<file path="src/rtl/hdlc_rx_pkg.sv">
package hdlc_rx_pkg;
  localparam int BYTE_W   = 8;
  localparam int TAG_W    = 2;
  localparam int WORD_W   = BYTE_W + TAG_W;
  localparam int FLAG_DLY = 7;   // flag bits that reach the data path before the flag is known
  localparam logic [15:0] CRC_PRESET  = 16'hFFFF;
  localparam logic [15:0] CRC_POLY_RF = 16'h8408;
  localparam logic [15:0] CRC_GOOD    = 16'hF0B8;

  typedef enum logic [1:0] {
    TAG_MID   = 2'b00,
    TAG_FIRST = 2'b01,
    TAG_GOOD  = 2'b10,
    TAG_BAD   = 2'b11
  } tag_e;

  typedef enum logic [1:0] {
    K_NONE, K_PUSH, K_FLAG, K_ABORT
  } bit_kind_e;

  function automatic logic [15:0] crc_step(input logic [15:0] c, input logic [7:0] b);
    logic [15:0] r;
    r = c;
    for (int i = 0; i < 8; i++) begin
      if (r[0] ^ b[i]) r = (r >> 1) ^ CRC_POLY_RF;
      else             r = r >> 1;
    end
    return r;
  endfunction
endpackage

</file>
<file path="src/rtl/hdlc_rx_deframer.sv">
module hdlc_rx_deframer
  import hdlc_rx_pkg::*;
(
  input  logic              clk,
  input  logic              rst_n,
  input  logic              bit_in,
  input  logic              bit_en,
  output logic              ev_byte,
  output logic [BYTE_W-1:0] ev_data,
  output logic              ev_flag,
  output logic              ev_misalign,
  output logic              ev_abort,
  output logic              ev_ga
);
  localparam int DLW = $clog2(FLAG_DLY + 1);
  localparam int BCW = $clog2(BYTE_W);

  logic [2:0]          ones;
  logic                in_sync, flag_last;
  logic [FLAG_DLY-1:0] dl;
  logic [DLW-1:0]      dl_n;
  logic [BYTE_W-1:0]   sh;
  logic [BCW-1:0]      bcnt;
  bit_kind_e           kind;
  logic                emit, e_bit;

  always_comb begin
    kind = K_NONE;
    if (bit_en) begin
      if (bit_in) begin
        if (ones == 3'd6)     kind = K_ABORT;
        else if (ones < 3'd6) kind = K_PUSH;
      end else begin
        if (ones == 3'd6)      kind = K_FLAG;
        else if (ones != 3'd5) kind = K_PUSH;   // ones == 5: inserted zero
      end
    end
    emit  = (kind == K_PUSH) && (dl_n == DLW'(FLAG_DLY));
    e_bit = dl[FLAG_DLY-1];
  end

  always_ff @(posedge clk) begin
    if (!rst_n) begin
      ones <= '0; in_sync <= 1'b0; flag_last <= 1'b0;
      dl <= '0; dl_n <= '0; sh <= '0; bcnt <= '0;
      ev_byte <= 1'b0; ev_data <= '0; ev_flag <= 1'b0;
      ev_misalign <= 1'b0; ev_abort <= 1'b0; ev_ga <= 1'b0;
    end else begin
      ev_byte <= 1'b0; ev_flag <= 1'b0; ev_abort <= 1'b0; ev_ga <= 1'b0;
      ev_misalign <= 1'b0;
      if (bit_en) begin
        if (!bit_in)           ones <= '0;
        else if (ones != 3'd7) ones <= ones + 3'd1;
        if (!bit_in) flag_last <= 1'b0;
      end
      unique case (kind)
        K_PUSH: begin
          dl <= {dl[FLAG_DLY-2:0], bit_in};
          if (!emit) dl_n <= dl_n + DLW'(1);
          if (emit && in_sync) begin
            sh   <= {e_bit, sh[BYTE_W-1:1]};
            bcnt <= bcnt + BCW'(1);
            if (bcnt == BCW'(BYTE_W - 1)) begin
              ev_byte <= 1'b1;
              ev_data <= {e_bit, sh[BYTE_W-1:1]};
            end
          end
        end
        K_FLAG: begin
          ev_flag     <= 1'b1;
          ev_misalign <= (bcnt != '0);
          in_sync     <= 1'b1;
          flag_last   <= 1'b1;
          dl_n <= '0; bcnt <= '0;
        end
        K_ABORT: begin
          ev_abort  <= in_sync;
          ev_ga     <= flag_last;
          in_sync   <= 1'b0;
          flag_last <= 1'b0;
          dl_n <= '0; bcnt <= '0;
        end
        default: ;
      endcase
    end
  end

  p_one_event_r3: assert property (@(posedge clk) disable iff (!rst_n)
    $onehot0({ev_byte, ev_flag, ev_abort}));
  p_abort_hunts_r6: assert property (@(posedge clk) disable iff (!rst_n)
    ev_abort |-> !in_sync);
endmodule

</file>
<file path="src/rtl/hdlc_rx_pktctl.sv">
module hdlc_rx_pktctl
  import hdlc_rx_pkg::*;
(
  input  logic              clk,
  input  logic              rst_n,
  input  logic              ev_byte,
  input  logic [BYTE_W-1:0] ev_data,
  input  logic              ev_flag,
  input  logic              ev_misalign,
  input  logic              ev_abort,
  input  logic              cfg_addr_en,
  input  logic [BYTE_W-1:0] cfg_addr,
  input  logic              q_full,
  output logic              wr_en,
  output logic [WORD_W-1:0] wr_word,
  output logic              irq_pkt,
  output logic              irq_ovf
);
  localparam int HOLD = 3;   // newest byte at index 0; two of them are the check sequence

  logic [BYTE_W-1:0] hold [HOLD];
  logic [1:0]        cnt;
  logic              first_pend, drop;
  logic [15:0]       crc;
  logic              want, ovf, is_end, good;
  tag_e              tag;
  logic [BYTE_W-1:0] oldest, wdat;

  always_comb begin
    is_end = ev_flag || ev_abort;
    case (cnt)
      2'd1:    oldest = hold[0];
      2'd2:    oldest = hold[1];
      default: oldest = hold[2];
    endcase
    good = ev_flag && !ev_misalign && (cnt == 2'd3) && (crc == CRC_GOOD);
    want = 1'b0; tag = TAG_MID; wdat = hold[2];
    if (ev_byte && cnt == 2'd3) begin
      want = !drop;
      tag  = first_pend ? TAG_FIRST : TAG_MID;
    end else if (is_end && cnt != 2'd0) begin
      want = !drop;
      wdat = oldest;
      tag  = good ? TAG_GOOD : TAG_BAD;
    end
    wr_en   = want && !q_full;
    ovf     = want && q_full;
    wr_word = {tag, wdat};
  end

  always_ff @(posedge clk) begin
    if (!rst_n) begin
      for (int i = 0; i < HOLD; i++) hold[i] <= '0;
      cnt <= '0; first_pend <= 1'b0; drop <= 1'b0; crc <= CRC_PRESET;
      irq_pkt <= 1'b0; irq_ovf <= 1'b0;
    end else begin
      irq_pkt <= wr_en && wr_word[WORD_W-1];
      irq_ovf <= ovf;
      if (ev_byte) begin
        hold[0] <= ev_data;
        for (int i = 1; i < HOLD; i++) hold[i] <= hold[i-1];
        crc <= crc_step((cnt == 2'd0) ? CRC_PRESET : crc, ev_data);
        if (cnt != 2'd3) cnt <= cnt + 2'd1;
        if (cnt == 2'd0) begin
          first_pend <= 1'b1;
          drop       <= cfg_addr_en && (ev_data != cfg_addr);
        end
        if (cnt == 2'd3) first_pend <= 1'b0;
        if (ovf) drop <= 1'b1;
      end else if (is_end) begin
        cnt <= '0; drop <= 1'b0; first_pend <= 1'b0;
      end
    end
  end

  p_body_on_byte_r3: assert property (@(posedge clk) disable iff (!rst_n)
    (wr_en && !wr_word[WORD_W-1]) |-> ev_byte);
  p_last_on_end_r4: assert property (@(posedge clk) disable iff (!rst_n)
    (wr_en && wr_word[WORD_W-1]) |-> (ev_flag || ev_abort));
endmodule

</file>
<file path="src/rtl/hdlc_rx_queue.sv">
module hdlc_rx_queue
  import hdlc_rx_pkg::*;
#(
  parameter int DEPTH = 16
) (
  input  logic              clk,
  input  logic              rst_n,
  input  logic              wr_en,
  input  logic [WORD_W-1:0] wr_word,
  output logic              full,
  output logic              rd_valid,
  input  logic              rd_ready,
  output logic [WORD_W-1:0] rd_word
);
  localparam int AW = $clog2(DEPTH);

  logic [WORD_W-1:0] mem [DEPTH];
  logic [AW:0]       wp, rp;

  assign full     = (wp ^ rp) == {1'b1, {AW{1'b0}}};
  assign rd_valid = (wp != rp);
  assign rd_word  = mem[rp[AW-1:0]];

  always_ff @(posedge clk) begin
    if (wr_en && !full) mem[wp[AW-1:0]] <= wr_word;
  end

  always_ff @(posedge clk) begin
    if (!rst_n) begin
      wp <= '0; rp <= '0;
    end else begin
      if (wr_en && !full)      wp <= wp + (AW+1)'(1);
      if (rd_valid && rd_ready) rp <= rp + (AW+1)'(1);
    end
  end

  p_no_overflow_r9: assert property (@(posedge clk) disable iff (!rst_n)
    wr_en |-> !full);
  p_hold_stable_r10: assert property (@(posedge clk) disable iff (!rst_n)
    (rd_valid && !rd_ready) |=> (rd_valid && $stable(rd_word)));
endmodule

</file>
<file path="src/rtl/hdlc_rx_tagq.sv">
module hdlc_rx_tagq
  import hdlc_rx_pkg::*;
#(
  parameter int Q_DEPTH = 16
) (
  input  logic              clk,
  input  logic              rst_n,
  input  logic              bit_in,
  input  logic              bit_en,
  input  logic              cfg_addr_en,
  input  logic [BYTE_W-1:0] cfg_addr,
  output logic              rd_valid,
  input  logic              rd_ready,
  output logic [BYTE_W-1:0] rd_data,
  output logic [TAG_W-1:0]  rd_stat,
  output logic              irq_pkt,
  output logic              irq_ovf,
  output logic              ga_pulse
);
  logic              ev_byte, ev_flag, ev_misalign, ev_abort;
  logic [BYTE_W-1:0] ev_data;
  logic              wr_en, q_full;
  logic [WORD_W-1:0] wr_word, rd_word;

  hdlc_rx_deframer u_deframer (
    .clk(clk), .rst_n(rst_n), .bit_in(bit_in), .bit_en(bit_en),
    .ev_byte(ev_byte), .ev_data(ev_data), .ev_flag(ev_flag),
    .ev_misalign(ev_misalign), .ev_abort(ev_abort), .ev_ga(ga_pulse)
  );

  hdlc_rx_pktctl u_pktctl (
    .clk(clk), .rst_n(rst_n), .ev_byte(ev_byte), .ev_data(ev_data),
    .ev_flag(ev_flag), .ev_misalign(ev_misalign), .ev_abort(ev_abort),
    .cfg_addr_en(cfg_addr_en), .cfg_addr(cfg_addr), .q_full(q_full),
    .wr_en(wr_en), .wr_word(wr_word), .irq_pkt(irq_pkt), .irq_ovf(irq_ovf)
  );

  hdlc_rx_queue #(.DEPTH(Q_DEPTH)) u_queue (
    .clk(clk), .rst_n(rst_n), .wr_en(wr_en), .wr_word(wr_word), .full(q_full),
    .rd_valid(rd_valid), .rd_ready(rd_ready), .rd_word(rd_word)
  );

  assign rd_data = rd_word[BYTE_W-1:0];
  assign rd_stat = rd_word[WORD_W-1:BYTE_W];

  p_ovf_on_full_r9: assert property (@(posedge clk) disable iff (!rst_n)
    irq_ovf |-> $past(q_full));
  p_irq_last_r11: assert property (@(posedge clk) disable iff (!rst_n)
    (wr_en && wr_word[WORD_W-1]) |=> irq_pkt);
endmodule

</file>
<file path="config.mk">
export PLATFORM = sky130hd
export DESIGN_NAME = hdlc_rx_tagq
export DESIGN_NICKNAME = d
export VERILOG_FILES = /design/src/rtl/hdlc_rx_pkg.sv /design/src/rtl/hdlc_rx_deframer.sv /design/src/rtl/hdlc_rx_pktctl.sv /design/src/rtl/hdlc_rx_queue.sv /design/src/rtl/hdlc_rx_tagq.sv
export SDC_FILE = /design/constraint.sdc
export NUM_CORES = 1
export LEC_CHECK = 0
export BUFFER_PORTS_ARGS = -buffer_cell sky130_fd_sc_hd__buf_2
export CORE_ASPECT_RATIO = 1.1
export CORE_MARGIN = 8
export CORE_UTILIZATION = 25
export DETAILED_ROUTE_END_ITERATION = 8
export GPL_ROUTABILITY_DRIVEN = 0
export HOLD_SLACK_MARGIN = 0.08
export MAX_ROUTING_LAYER = met4
export PLACE_DENSITY = 0.39
export SYNTH_ARGS = -nofsm -noshare
export SYNTH_HDL_FRONTEND = slang
export SYNTH_SLANG_ARGS = --single-unit
</file>
<file path="constraint.sdc">
create_clock -name clk -period 7.7 [get_ports clk]
set_clock_uncertainty 0.2 [all_clocks]
set_input_delay 0.385 -clock clk [delete_from_list [all_inputs] [get_ports clk]]
set_output_delay 0.385 -clock clk [all_outputs]
set_load 0.02 [all_outputs]
</file>
-- After elaboration in Yosys (flattened, before gate mapping)
Memory sizes are Yosys's and may differ from the RTL's. A register that Yosys moved wholly into a read port is not among the register bits.
Index checks and enable logic that the tools add are counted.
- $add $sub $neg: 6
- multiply operators: 0
- div/mod/pow operators: 0
- order comparisons: 1
- eq/ne operators: 23
- shift-type cells: 0
- multiplexer cells: 71
- bitwise logic cells: 20
- reductions and logical operators: 37
- operators by type and width (cell ; count):
    16-bit 2-to-1 mux ; 23
    8-bit 2-to-1 mux ; 5
    2-bit inverter with 3-bit output ; 8
    1-bit 2-to-1 mux ; 23
    2-bit AND reduction ; 10
    2-bit 2-to-1 mux ; 9
    16-bit == test (second input constant) ; 1
    8-bit one-hot mux with 2 select lines ; 1
    1-bit logical AND ; 13
    3-bit 2-to-1 mux ; 4
    3-bit one-hot mux with 2 select lines ; 2
    5-bit by 1-bit adder with 5-bit output (second input constant) ; 2
    3-bit by 1-bit adder with 3-bit output (second input constant) ; 3
    3-bit == test (second input constant) ; 3
    3-bit by 1-bit != test with 1-bit output (second input constant) ; 3
    2-bit == test (second input constant) ; 4
    4-bit 2-to-1 mux ; 2
    8-bit != test ; 1
    2-bit nonzero test ; 4
    1-bit bitwise XOR ; 8
    2-bit != test (second input constant) ; 3
    3-bit != test (second input constant) ; 2
    3-bit AND reduction ; 2
    3-bit nonzero test ; 2
    13 further kinds ; 20
- bits in registers: 71
- bits in latches: 0
- memory bits (writable): 184
- memory bits (read-only): 0
- bits of input ports: 14
- output and inout bits: 14
- word-level logic and storage cells: 181
- memories: 2
- memory list (memory ; words ; bits a word ; rd ports ; clocked after Yosys merged registers in ; wr ports ; RTL line ; RTL):
    u_queue.mem ; 16 ; 10 ; 1 ; 1 ; 1 ; hdlc_rx_queue.sv:17 ; logic [WORD_W-1:0] mem [DEPTH];
    u_pktctl.hold ; 3 ; 8 ; 3 ; 0 ; 3 ; hdlc_rx_pktctl.sv:21 ; logic [BYTE_W-1:0] hold [HOLD];

-- Depth between registers and ports, before layout
- depth in word-level cells: 32
- gate-level depth with buffers: 8
- gate-level depth less buffers: 6

-- Modules after synthesis
From an unflattened synthesis, not the netlist that was laid out.
- cell total of the unflattened synthesis: 727
- area, all modules: 11155.7 µm²
- by module, submodules not included (module ; instances ; cells each ; area each (µm²) ; seq. area each (µm²)):
    hdlc_rx_queue ; 1 ; 327 ; 7028.0 ; 5084.9
    hdlc_rx_pktctl ; 1 ; 231 ; 2524.9 ; 1161.1
    hdlc_rx_deframer ; 1 ; 169 ; 1602.8 ; 760.7

-- Worst setup path after synthesis
Ideal clock, no wire load.
- path type: reg2reg
- start point: register u_pktctl.cnt[0]
- end point: memory u_queue.mem[15][0] in the netlist's numbering (enable)
- data arrival time: 2.107 ns
- required time: 7.102 ns
- slack: 4.995 ns
- cell stages (with the launch flop): 6
- buffers on the path: 0
- cell sequence: dfxtp_1 inv_1 ha_1 o21bai_1 a21o_1 a211oi_1
- word-level cells in the longest chain between the ends: 8
- elaborated cells between the ends (all ways): 10
- those cells by class: eq/ne: 1; mux: 4; reduce/logical: 5
- ends and longest elaborated chain (what ; RTL line ; RTL):
    start, declared ; hdlc_rx_pktctl.sv:22 ; logic [1:0] cnt;
    start signal, assigned ; hdlc_rx_pktctl.sv:63 ; if (cnt != 2'd3) cnt <= cnt + 2'd1;
    2-bit nonzero test ; hdlc_rx_pktctl.sv:41 ; end else if (is_end && cnt != 2'd0) begin
    1-bit logical AND ; hdlc_rx_pktctl.sv:41 ;
    1-bit 2-to-1 mux ; hdlc_rx_pktctl.sv:41 ;
    1-bit 2-to-1 mux * ; hdlc_rx_pktctl.sv:38 ; if (ev_byte && cnt == 2'd3) begin
    1-bit logical AND * ; hdlc_rx_pktctl.sv:46 ; wr_en = want && !q_full;
    1-bit logical AND * ; hdlc_rx_queue.sv:25 ; if (wr_en && !full) mem[wp[AW-1:0]] <= wr_word;
    1-bit 2-to-1 mux * ; hdlc_rx_queue.sv:25 ;
    1-bit 2-to-1 mux (not written as such) * ; hdlc_rx_queue.sv:25 ;
    end, declared ; hdlc_rx_queue.sv:17 ;
Mark *: on every way between the ends. The rest lies on a longest branch, timed or not.

==> impl_results.rst <==
.. list-table::
   :header-rows: 1

   * - Metric
     - Value
   * - Number of global-route vias before repair
     - 6,406
   * - Slew @ Worst Pin
     - between 1 and 1.5 ns
   * - Clock Sinks
     - between 200 and 300
   * - Floorplan die area
     - roughly 51,000 sq um
   * - Biggest area contributors in the synthesized netlist
     - sky130_fd_sc_hd__edfxtp_1 (50%), sky130_fd_sc_hd__dfxtp_1 (13%), sky130_fd_sc_hd__mux4_2 (6.5%)
   * - Biggest fanout along the worst timing path
     - 40
   * - Count of final max-slew check failures
     - 0
   * - Longest Clk Path Bufs
     - 3
   * - Crit path time final
     - about 3.5 ns
   * - Count of flip-flops with a built-in enable after synthesis
     - ~180
   * - Net total in the final layout
     - between 800 and 900
   * - Maxcap violations
     - 0
   * - Proportion of netlist area held by the largest area contributor
     - between 50% and 60%
   * - Routed vias
     - roughly 6,100
   * - Fraction of layout instances using a drive strength above 1
     - about 16%
   * - Total grt overflow
     - 0
   * - Floorplan core area
     - ~43,000 sq um
   * - DRC violation count after routing
     - 0
   * - Power per unit of standard cell area
     - about 230 nW/um^2
   * - Wire length of the first global-routing pass
     - between 40 and 50 mm
   * - Clock transition at the registers of the reported paths
     - roughly 0.06 ns
   * - Area growth, synth to finish
     - 15.44%
   * - CP arrival
     - 2.93 ns
   * - Max VDD drop
     - roughly 0.17 mV
   * - Routed length per placed instance
     - around 19 um
   * - Leakage power figure
     - 4.204 nW
   * - Die span in x
     - ~220 um
   * - CP Launch Type
     - register
   * - Setup slack after layout
     - around 4.2 ns
   * - Most used flip-flop cell after synthesis
     - sky130_fd_sc_hd__edfxtp_1
   * - Global-route usage over all layers
     - 10.43%
   * - Post-synthesis net count
     - around 770
   * - #FFs+latches synth
     - around 260
   * - # IOs
     - 28
   * - Setup repair after global routing missed its margin
     - false
   * - Final setup violation count
     - 0
   * - Total iterations of the first detailed-routing run
     - 4
   * - Final clock period utilization by the worst path
     - around 46%
   * - Filler Cell Count
     - about 4,400
   * - Std cell rows
     - 80
   * - Number of distinct library cells after synthesis
     - 58
   * - Source-to-sink clock delay at the later pin of the worst-skew pair
     - 0.58 ns
   * - Fraction of the yosys area taken by sequential cells
     - between 60 and 70%
   * - Fmax achieved
     - between 200 and 300 MHz
   * - Post-Syn Instances
     - 740
   * - Cell chosen for the clock root
     - sky130_fd_sc_hd__clkbuf_16
   * - Hpwl dp
     - about 17 mm
   * - I/O Buffers
     - 27
   * - Avg Inst Size Synth
     - ~15 sq um
   * - Initial core utilization
     - roughly a quarter
   * - Antenna violations before repair
     - 1
   * - Worst endpoint required time
     - around 7.1 ns
   * - Maximum number of pins on one net before global-route repair
     - 62
   * - Area of all placed cells without fillers
     - approximately 13,000 sq um
   * - Placed standard-cell area
     - about 12,000 sq um
   * - Fraction of registers with async set or reset after synthesis
     - 0%
   * - Yosys top cell by area
     - sky130_fd_sc_hd__edfxtp_1
   * - TritonCTS clock tree
     - done
   * - Final Hold Vio Count
     - 0
   * - Summed instance area of the synthesized netlist
     - around 11,000 sq um
   * - Post-route total power
     - 2.990 mW
   * - Run status
     - complete, no violations
   * - Number of routed nets with antenna violations
     - 0
   * - Post-route setup TNS
     - 0 ns
   * - Vertical extent of the die
     - around 240 um
   * - CTS buffer count
     - 30
   * - Worst slew margin relative to its limit
     - between 10% and 20%
   * - # Post-CTS Setup Buffers
     - 0
   * - Number of synthesis warnings
     - 0
   * - Via count normalized by instance count
     - between 4 and 5
   * - Tightest Hold Check Type
     - in2reg
   * - Iteration-0 DRC Markers
     - 350
   * - Total wire length after detailed routing
     - ~26 mm
   * - Crit path kind
     - reg2out
   * - Setup slack after placement
     - ~4.2 ns
   * - Capturing element type of the critical path
     - output port
   * - H-Tree Depth
     - 1
   * - Hold slack
     - 0.2358 ns
## where the power goes
part / internal (mW) / total [mW] / switching (mW)
Combinational: 0.0728 / 0.171 / 0.0982
Clock: 0.754 / 1.31 / 0.558
Sequential: 1.49 / 1.51 / 0.0126
Total: 2.32 / 2.99 / 0.669
## layout by cell type, fill, tap and decap left out, drive strengths merged, types with 7 or more instances in the layout
master	Yosys	routed
clkbuf	18	44
dfxtp	74	74
inv	16	16
buf	24	40
o21ai	23	23
edfxtp	184	184
mux2i	18	18
and3	41	41
nor2	50	50
o211ai	8	8
a21oi	41	41
a22oi	10	10
nand2	35	35
clkinv	0	10
or3	7	7
nand4	7	7
xor2	7	7
ha	18	18
xnor2	25	25
nand3	23	23
mux4	50	50
## logic make-up (layout without fill, tap and decap cells)
family / after synthesis / count (layout) / share of synthesized area (%)
compound gates: 106 / 106 / 6.047
xor+xnor: 38 / 38 / 4.107
fa+ha+maj: 18 / 18 / 2.042
buf+inv: 58 / 116 / 2.496
flops: 258 / 258 / 63.54
mux: 69 / 69 / 12.56
other cells: 0 / 1 / 0
simple gates: 193 / 193 / 9.213
## cell type report
cell class	count	area, sq um	share of cell area [%]
diodes	1	2.502	0.01966
flip-flops and latches	258	7009	55.06
multi-input cells	424	3756	29.50
well taps	574	718.2	5.641
clock inverters	11	98.84	0.7764
repair buffers	45	282.8	2.221
inverters	16	60.06	0.4717
clock buffers	44	803.3	6.310
## flip-flops by register name, indices dropped and copies added, names as in the netlist, 2 cells and up, named ones only
signal and count:
u_deframer.bcnt 3, u_deframer.dl 7, u_deframer.dl_n 3, u_deframer.ev_data 8
u_deframer.ones 3, u_deframer.sh 7, u_pktctl.cnt 2, u_pktctl.crc 16
u_pktctl.hold 24, u_queue.mem 160, u_queue.rp 5, u_queue.wp 5
## Yosys cell counts (3+ instances only)
master / instances
sky130_fd_sc_hd__a211o_1: 4
sky130_fd_sc_hd__a21o_1: 3
sky130_fd_sc_hd__a21oi_1: 40
sky130_fd_sc_hd__a22oi_1: 10
sky130_fd_sc_hd__and3_1: 41
sky130_fd_sc_hd__and4b_1: 3
sky130_fd_sc_hd__buf_1: 9
sky130_fd_sc_hd__buf_2: 9
sky130_fd_sc_hd__buf_6: 3
sky130_fd_sc_hd__clkbuf_1: 18
sky130_fd_sc_hd__dfxtp_1: 74
sky130_fd_sc_hd__edfxtp_1: 184
sky130_fd_sc_hd__ha_1: 18
sky130_fd_sc_hd__inv_1: 16
sky130_fd_sc_hd__mux2i_1: 18
sky130_fd_sc_hd__mux4_1: 18
sky130_fd_sc_hd__mux4_2: 32
sky130_fd_sc_hd__nand2_1: 35
sky130_fd_sc_hd__nand2b_1: 5
sky130_fd_sc_hd__nand3_1: 23
sky130_fd_sc_hd__nand4_1: 7
sky130_fd_sc_hd__nor2_1: 50
sky130_fd_sc_hd__nor3_1: 5
sky130_fd_sc_hd__o211ai_1: 8
sky130_fd_sc_hd__o21ai_0: 22
sky130_fd_sc_hd__o22a_1: 4
sky130_fd_sc_hd__or3_1: 7
sky130_fd_sc_hd__xnor2_1: 20
sky130_fd_sc_hd__xnor2_2: 5
sky130_fd_sc_hd__xnor3_1: 6
sky130_fd_sc_hd__xor2_1: 7
## final timing paths
path | startpoint | end | slack (ns) | cells after the start
worst max-delay path | register | rd_stat[0] | 4.19 | 4
worst max register to register | u_pktctl.cnt[0] | u_queue.mem[0][4] | 4.23 | 6
worst min-delay path | rst_n | u_pktctl.crc[11] | 0.24 | 3
worst min register to register | u_deframer.dl[5] | u_deframer.dl[6] | 0.26 | 2
## routing by layer
metal  share of wire, %  GRT usage [%]  vias to the layer above
met5                  0              -                        -
met4                2.6          3.117                        0
met3                3.4          1.959                       42
met2                 49          17.06                       74
met1                 45          13.00                     3072
li1                   -              -                     2935
## per-stage QoR
stage	std cells	utilization [%]
3_5_place_dp	1311	27.09
2_1_floorplan	740	-
6_report	1373	29.31
5_1_grt	1373	29.31
4_1_cts	1371	29.28
3_3_place_gp	1311	27.09
## worst max-delay path, stage by stage (launching register included)
cell                      delay, ns
sky130_fd_sc_hd__dfxtp_2       0.31
sky130_fd_sc_hd__buf_4         0.61
sky130_fd_sc_hd__mux4_1        0.75
sky130_fd_sc_hd__mux4_2        0.49
sky130_fd_sc_hd__buf_2         0.17
## timing repair
item / CTS / global route
gates resized for setup: 0 / 0
hold buffers: 5 / 0
hold endpoints to repair: 20 / 0
setup endpoints to repair: 0 / 0
Power figures use the tool's default switching activity.
